### config.mk
export PLATFORM = sky130hd
export DESIGN_NAME = small_alu
export DESIGN_NICKNAME = d
export VERILOG_FILES = /design/src/rtl/small_alu_pkg.sv /design/src/rtl/full_adder_cell.sv /design/src/rtl/ripple_adder.sv /design/src/rtl/hex_seg_decoder.sv /design/src/rtl/small_alu.sv
export SDC_FILE = /design/constraint.sdc
export NUM_CORES = 1
export LEC_CHECK = 0
export BUFFER_PORTS_ARGS = -buffer_cell sky130_fd_sc_hd__buf_2
export CAP_MARGIN = 5
export CELL_PAD_IN_SITES_DETAIL_PLACEMENT = 0
export CELL_PAD_IN_SITES_GLOBAL_PLACEMENT = 1
export CORE_UTILIZATION = 42
export DETAILED_ROUTE_END_ITERATION = 12
export PLACE_DENSITY_LB_ADDON = 0.15
export SLEW_MARGIN = 20
export SYNTH_ARGS = -nofsm -noshare
export SYNTH_HDL_FRONTEND = slang
export SYNTH_SLANG_ARGS = --single-unit
### constraint.sdc
create_clock -name vclk -period 4.37
set_input_delay 0.437 -clock vclk [all_inputs]
set_output_delay 0.437 -clock vclk [all_outputs]
set_load 0.01 [all_outputs]
### src/rtl/small_alu_pkg.sv
package small_alu_pkg;
  localparam logic [2:0] FN_INC    = 3'd0;
  localparam logic [2:0] FN_RIPPLE = 3'd1;
  localparam logic [2:0] FN_BEHAV  = 3'd2;
  localparam logic [2:0] FN_XOR_OR = 3'd3;
  localparam logic [2:0] FN_ANY    = 3'd4;
  localparam logic [2:0] FN_CAT    = 3'd5;
endpackage

### src/rtl/full_adder_cell.sv
module full_adder_cell (
  input  logic a,
  input  logic b,
  input  logic ci,
  output logic s,
  output logic co
);
  logic p;
  assign p  = a ^ b;
  assign s  = p ^ ci;
  assign co = (a & b) | (ci & p);
endmodule

### src/rtl/ripple_adder.sv
module ripple_adder #(
  parameter int W = 4
) (
  input  logic [W-1:0] x,
  input  logic [W-1:0] y,
  input  logic         cin,
  output logic [W-1:0] sum,
  output logic         cout
);
  logic [W:0] chain;
  assign chain[0] = cin;

  for (genvar i = 0; i < W; i++) begin : g_stage
    full_adder_cell u_fa (
      .a (x[i]),
      .b (y[i]),
      .ci(chain[i]),
      .s (sum[i]),
      .co(chain[i+1])
    );
  end

  assign cout = chain[W];
endmodule

### src/rtl/hex_seg_decoder.sv
module hex_seg_decoder (
  input  logic [3:0] nib,
  output logic [6:0] seg_n
);
  logic [6:0] lit;
  always_comb begin
    unique case (nib)
      4'h0: lit = 7'h3F;
      4'h1: lit = 7'h06;
      4'h2: lit = 7'h5B;
      4'h3: lit = 7'h4F;
      4'h4: lit = 7'h66;
      4'h5: lit = 7'h6D;
      4'h6: lit = 7'h7D;
      4'h7: lit = 7'h07;
      4'h8: lit = 7'h7F;
      4'h9: lit = 7'h6F;
      4'hA: lit = 7'h77;
      4'hB: lit = 7'h7C;
      4'hC: lit = 7'h39;
      4'hD: lit = 7'h5E;
      4'hE: lit = 7'h79;
      default: lit = 7'h71;
    endcase
  end
  assign seg_n = ~lit;
endmodule

### src/rtl/small_alu.sv
module small_alu #(
  parameter int NW = 4
) (
  input  logic [NW-1:0]   op_a,
  input  logic [NW-1:0]   op_b,
  input  logic [2:0]      func_sel,
  output logic [2*NW-1:0] result,
  output logic [6:0]      seg_a_n,
  output logic [6:0]      seg_b_n,
  output logic [6:0]      seg_hi_n,
  output logic [6:0]      seg_lo_n
);
  import small_alu_pkg::*;

  localparam int RW  = 2 * NW;
  localparam int PAD = RW - NW - 1;

  // Increment path: ripple adder, second operand zero, carry-in one
  logic [NW-1:0] inc_s;
  logic          inc_co;
  ripple_adder #(.W(NW)) u_inc (
    .x   (op_a),
    .y   ('0),
    .cin (1'b1),
    .sum (inc_s),
    .cout(inc_co)
  );

  // Structural sum path
  logic [NW-1:0] rip_s;
  logic          rip_co;
  ripple_adder #(.W(NW)) u_rip (
    .x   (op_a),
    .y   (op_b),
    .cin (1'b0),
    .sum (rip_s),
    .cout(rip_co)
  );

  // Behavioural sum path
  logic [RW-1:0] beh_s;
  assign beh_s = RW'(op_a) + RW'(op_b);

  // Output multiplexer
  always_comb begin
    unique case (func_sel)
      FN_INC:    result = {{PAD{1'b0}}, inc_co, inc_s};
      FN_RIPPLE: result = {{PAD{1'b0}}, rip_co, rip_s};
      FN_BEHAV:  result = beh_s;
      FN_XOR_OR: result = {op_a | op_b, op_a ^ op_b};
      FN_ANY:    result = {{(RW-1){1'b0}}, |{op_a, op_b}};
      FN_CAT:    result = {op_a, op_b};
      default:   result = '0;
    endcase
  end

  hex_seg_decoder u_dig_a  (.nib(op_a),            .seg_n(seg_a_n));
  hex_seg_decoder u_dig_b  (.nib(op_b),            .seg_n(seg_b_n));
  hex_seg_decoder u_dig_hi (.nib(result[RW-1:NW]), .seg_n(seg_hi_n));
  hex_seg_decoder u_dig_lo (.nib(result[NW-1:0]),  .seg_n(seg_lo_n));
endmodule

==> results of run 1 <==
-- metal layers --
layer / share of wire [%] / track usage (%) / wire length, µm
met1: 51 / 28.9 / 1880
met2: 46 / 34.6 / 1690
met3: 2.3 / 0 / 83
met4: 0 / 0 / 0
met5: 0 / 0 / 0
-- worst min-delay path by stage --
stage,startpoint,to,slack (ns)
after floorplan,op_a[2],seg_a_n[4],0.96
after global placement,op_b[2],seg_b_n[5],1.26
after detailed placement,op_b[2],seg_b_n[5],1.27
after CTS,op_b[2],seg_b_n[5],1.27
after global routing,op_b[2],seg_b_n[5],1.31
final,op_b[2],seg_b_n[5],1.28
-- report_power, final --
part	switching [mW]	internal (mW)	total [mW]
sequential	0	0	0
clock	0	0	0
combinational	0.132	0.0917	0.223
total	0.132	0.0917	0.223
-- cell usage in the layout (no fill, tap or decap), drive strengths merged, types with 7 or more instances in the layout --
master  count
a21oi      10
buf        47
ha         33
inv        21
nand2      11
nand3       7
nor2       12
o211ai     11
o21ai      13
-- critical path: cells and delay by family --
family                   cells  cell delay, ns
AO/OA/AOI/OAI                5            1.20
AND/OR/NAND/NOR              1            0.07
buffers and inverters        4            0.81
adder cells (fa/ha/maj)      2            0.76
-- cell type report --
cell class	count	area, µm²	area share, %
multi-input cells	172	1380	78.6
repair buffers	47	235	13.4
inverters	22	82.6	4.70
well taps	46	57.6	3.27
-- cells by family after synthesis --
kind of cell | synth area share (%)
adder cells (fa/ha/maj) | 31.5
AND/OR/NAND/NOR | 21.4
XOR/XNOR | 1.17
buffers and inverters | 7.84
AO/OA/AOI/OAI | 31.7
multiplexers | 6.34
==> impl_metrics.toml, run 1 <==
[run_status]
status = "finished clean"

[die]
dieArea_um2 = 3810
fp.coreArea_um2 = 3390
io_pins = 47
start_util_pct = 44.3
die_h_um = 61.8
rows = 21
die_w_um = 61.8

[finish]
drive_gt1_share_pct = 23.2
syn_to_final_growth_pct = 17.2
final_nets = 290
seq_area_um2 = 0
clockBufferCount = 0
antenna_cells = 0
seq_cells = 0
post-route-cell-area_um2 = 1760
layoutNonFillerInstCount = 287
nFillCells = 353
fin_util_pct = 51.9

[clocking]
post-cts-setup-buffers = 0
hold_buffers = 0
cts_resized = 0

[worst_setup_path]
cp_cell_sequence = "buf_2, clkinv_1, ha_1, a21o_1, a21oi_1, o311ai_1, inv_1, ha_1, nand2_1, o21ai_0, a32o_1, buf_2"
crit_end = "seg_hi_n[1]"
arrival_ns = 3.28
critPathCaptureType = "output port"
start_kind = "primary input"
worst_path_max_delay_cell = "o311ai_1"
cp_slowest_stage_delay_ns = 0.69
cp_max_fo = 9
critical_path_required_ns = 3.93
cp-startpoint = "op_b[2]"
critical_path_class = "primary input to output port"

[timing]
fin_crit_sh_pct = 85.0
slew_violations = 0
worst_pin_slew_ns = 0.830
setup_viol = 0
setup_tns_ns = 0
max_freq_mhz = 269
timing.hold.ws_ns = 1.28
max_slew_margin_pct = 43.8
rsz0062_at_grt = "false"
hold_viol_final = 0
fin_ws_ns = 0.656
period_needed_ns = 3.71

[synthesis]
syn_nets = 248
synth_cell_types = 49
yosys.area.top_type_share_pct = 27.5
yosysMostFrequentCell = "ha_1"
synth_area_leaders = "ha_1 (28%), o211ai_1 (5.5%), inv_1 (5.0%), fa_1 (4.0%), a21oi_1 (3.3%)"
syn_area_um2 = 1500
yosys.area.top_type = "ha_1"
yosysWarnings = 0
synth_cells = 201
netlist_top_cells_count = "ha_1 (33), inv_1 (20), nor2_1 (12), nand2_1 (11), o211ai_1 (11)"
ys_seq_area_share_pct = 0
syn_area_per_cell_um2 = 7.46

[place]
io_buffers = 47
pre_cts_ws_ns = 0.650
place_inst = 287
dpl-instance-area_um2 = 1760
gp_congestion = 0.874
dp_hpwl_mm = 2.99

[routing]
vias = 1604
viasPerCell = 5.59
drt_iter0_markers = 58
routed_wl_mm = 3.66
drc = 0
avgRoutedWirePerCell_um = 12.8
antenna_left = 0
firstDrtPassIters = 4

[power]
leakage_nw = 0.903
power_density_nw_per_um2 = 127
total_power_mw = 0.223
ir_worst_vdd_mv = 0.0565

[worst_hold_path]
hold_path.class = "primary input to output port"
hold_path_depth = 3

[global_routing]
grt-ovfl-total = 0
antenna_found_initial = 0
first_global_vias = 1297
grt_pass1_wl_mm = 5.91
grt_usage_pct = 19.6
grt_max_degree = 22

[run]
maxCapViolations = 0
(Power assumes the default switching activity.)
==> run 2, diff against run 1 <==
- CORE_UTILIZATION: 42 -> 35
- clock period: 4.37 -> 3.2 ns (I/O delays scaled with it)
==> run 2 against run 1 <==
Compared with the run above: global-route usage shrank 1.4 points; highest routed layer unchanged; critical path depth is the same; count of clock-buffer cells in the layout is the same; sequential share of layout area is the same.
==> impl_metrics.toml, run 2 (synthesis gave the netlist of run 1 again) <==
[global_routing]
grt_usage_pct = 18.3
grt_max_degree = 22
grt_pass1_wl_mm = 6.66
grt-ovfl-total = 0
antenna_found_initial = 0
first_global_vias = 1427

[die]
io_pins = 47
dieArea_um2 = 4550
start_util_pct = 37.0
rows = 23
die_w_um = 67.5
fp.coreArea_um2 = 4060
die_h_um = 67.5

[worst_setup_path]
critical_path_class = "primary input to output port"
critical_path_required_ns = 2.88
start_kind = "primary input"
worst_path_max_delay_cell = "fa_2"
arrival_ns = 2.79
cp_max_fo = 4
cp_slowest_stage_delay_ns = 0.51
crit_cells = 12
crit_buf_inv = 3
critPathCaptureType = "output port"
critPathMostFrequentCell = "fa_2"
cp_cell_sequence = "buf_2, ha_4, fa_2, inv_1, fa_2, fa_2, nand2b_1, a21oi_2, o21ba_4, or4_4, o311ai_2, buf_2"
path_delay_family = "adder cells"

[timing]
max_freq_mhz = 321
max_slew_margin_pct = 63.4
period_needed_ns = 3.11
rsz0062_at_grt = "true"
fin_crit_sh_pct = 97.3
hold_viol_final = 0
worst_pin_slew_ns = 0.545
setup_viol = 0
slew_violations = 0

[routing]
avgRoutedWirePerCell_um = 13.9
vias = 1689
antenna_left = 0
firstDrtPassIters = 4
routed_wl_mm = 4.28
viasPerCell = 5.50
drt_iter0_markers = 100
drc = 0

[finish]
drive_gt1_share_pct = 32.7
clockBufferCount = 0
final_common_cell = "buf_2"
fin_util_pct = 48.0
layout_common_cells = "buf_2 (47), ha_1 (32), inv_1 (20), buf_4 (16)"
final_nets = 306
nFillCells = 416
seq_cells = 0
post-route-cell-area_um2 = 1950
syn_to_final_growth_pct = 29.9
antenna_cells = 0
seq_area_um2 = 0

[power]
total_power_mw = 0.351
leakage_nw = 0.988
power_density_nw_per_um2 = 180
ir_worst_vdd_mv = 0.0848

[worst_hold_path]
hold_path_depth = 3
hold_path.class = "primary input to output port"

[run_status]
status = "finished clean"

[place]
gp_congestion = 0.906
dpl-instance-area_um2 = 1880
io_buffers = 47
dp_hpwl_mm = 3.42

[run]
maxCapViolations = 0
run 2: changes by cell type in the layout (fill, tap and decap cells not counted), moves of 3 or more:
cell and change:
fa_1 -3, buf_4 +16, fa_2 +3, o311ai_2 +3
run 2: area by class of cell:
type                       count  area, µm²  share of cell area, %
inverter                      22       82.6                   4.24
multi-input combinational    172       1450                   74.3
timing repair buffer          63        355                   18.2
tap                           50       62.6                   3.21
run 2: worst paths after layout:
check,startpoint,endpoint
worst max-delay path,op_a[0],seg_lo_n[4]
worst min-delay path,op_b[2],seg_b_n[5]
run 2: per-layer routing:
layer / vias up / global-route usage, % / routed length [µm]
met4: 0 / 0 / 0
li1: 858 / - / -
met2: 48 / 30.3 / 1950
met1: 783 / 26.9 / 2120
met5: - / 0 / 0
met3: 0 / 1.35 / 208
run 2: tightest hold or removal path, cell delays in order:
cell and delay, ns:
buf_2 0.17, o31ai_1 0.10, buf_2 0.14
run 2: power breakdown:
group | internal [mW] | leakage (nW) | total [mW] | switching (mW)
Clock | 0 | 0 | 0 | 0
Combinational | 0.153 | 0.988 | 0.351 | 0.198
Sequential | 0 | 0 | 0 | 0
run 2: stage by stage:
step                setup TNS, ns  hold WS [ns]  worst slack [ns]  std cells
CTS                             0          1.05           0.00725        306
detailed placement              0          1.05            0.0202        306
global placement                0          1.04            0.0520        306
finish                          0          1.05            0.0875        307
floorplan                       0         0.724            0.0877        201
global route              -0.0552          1.07           -0.0239        307
run 2: timing repair:
| item | in CTS | in global routing |
|---|---|---|
| resized for setup | 0 | 16 |
| setup buffers | 0 | 1 |
| endpoints found under the setup margin | 0 | 13 |
| hold endpoints to repair | 0 | 0 |
| hold buffers | 0 | 0 |
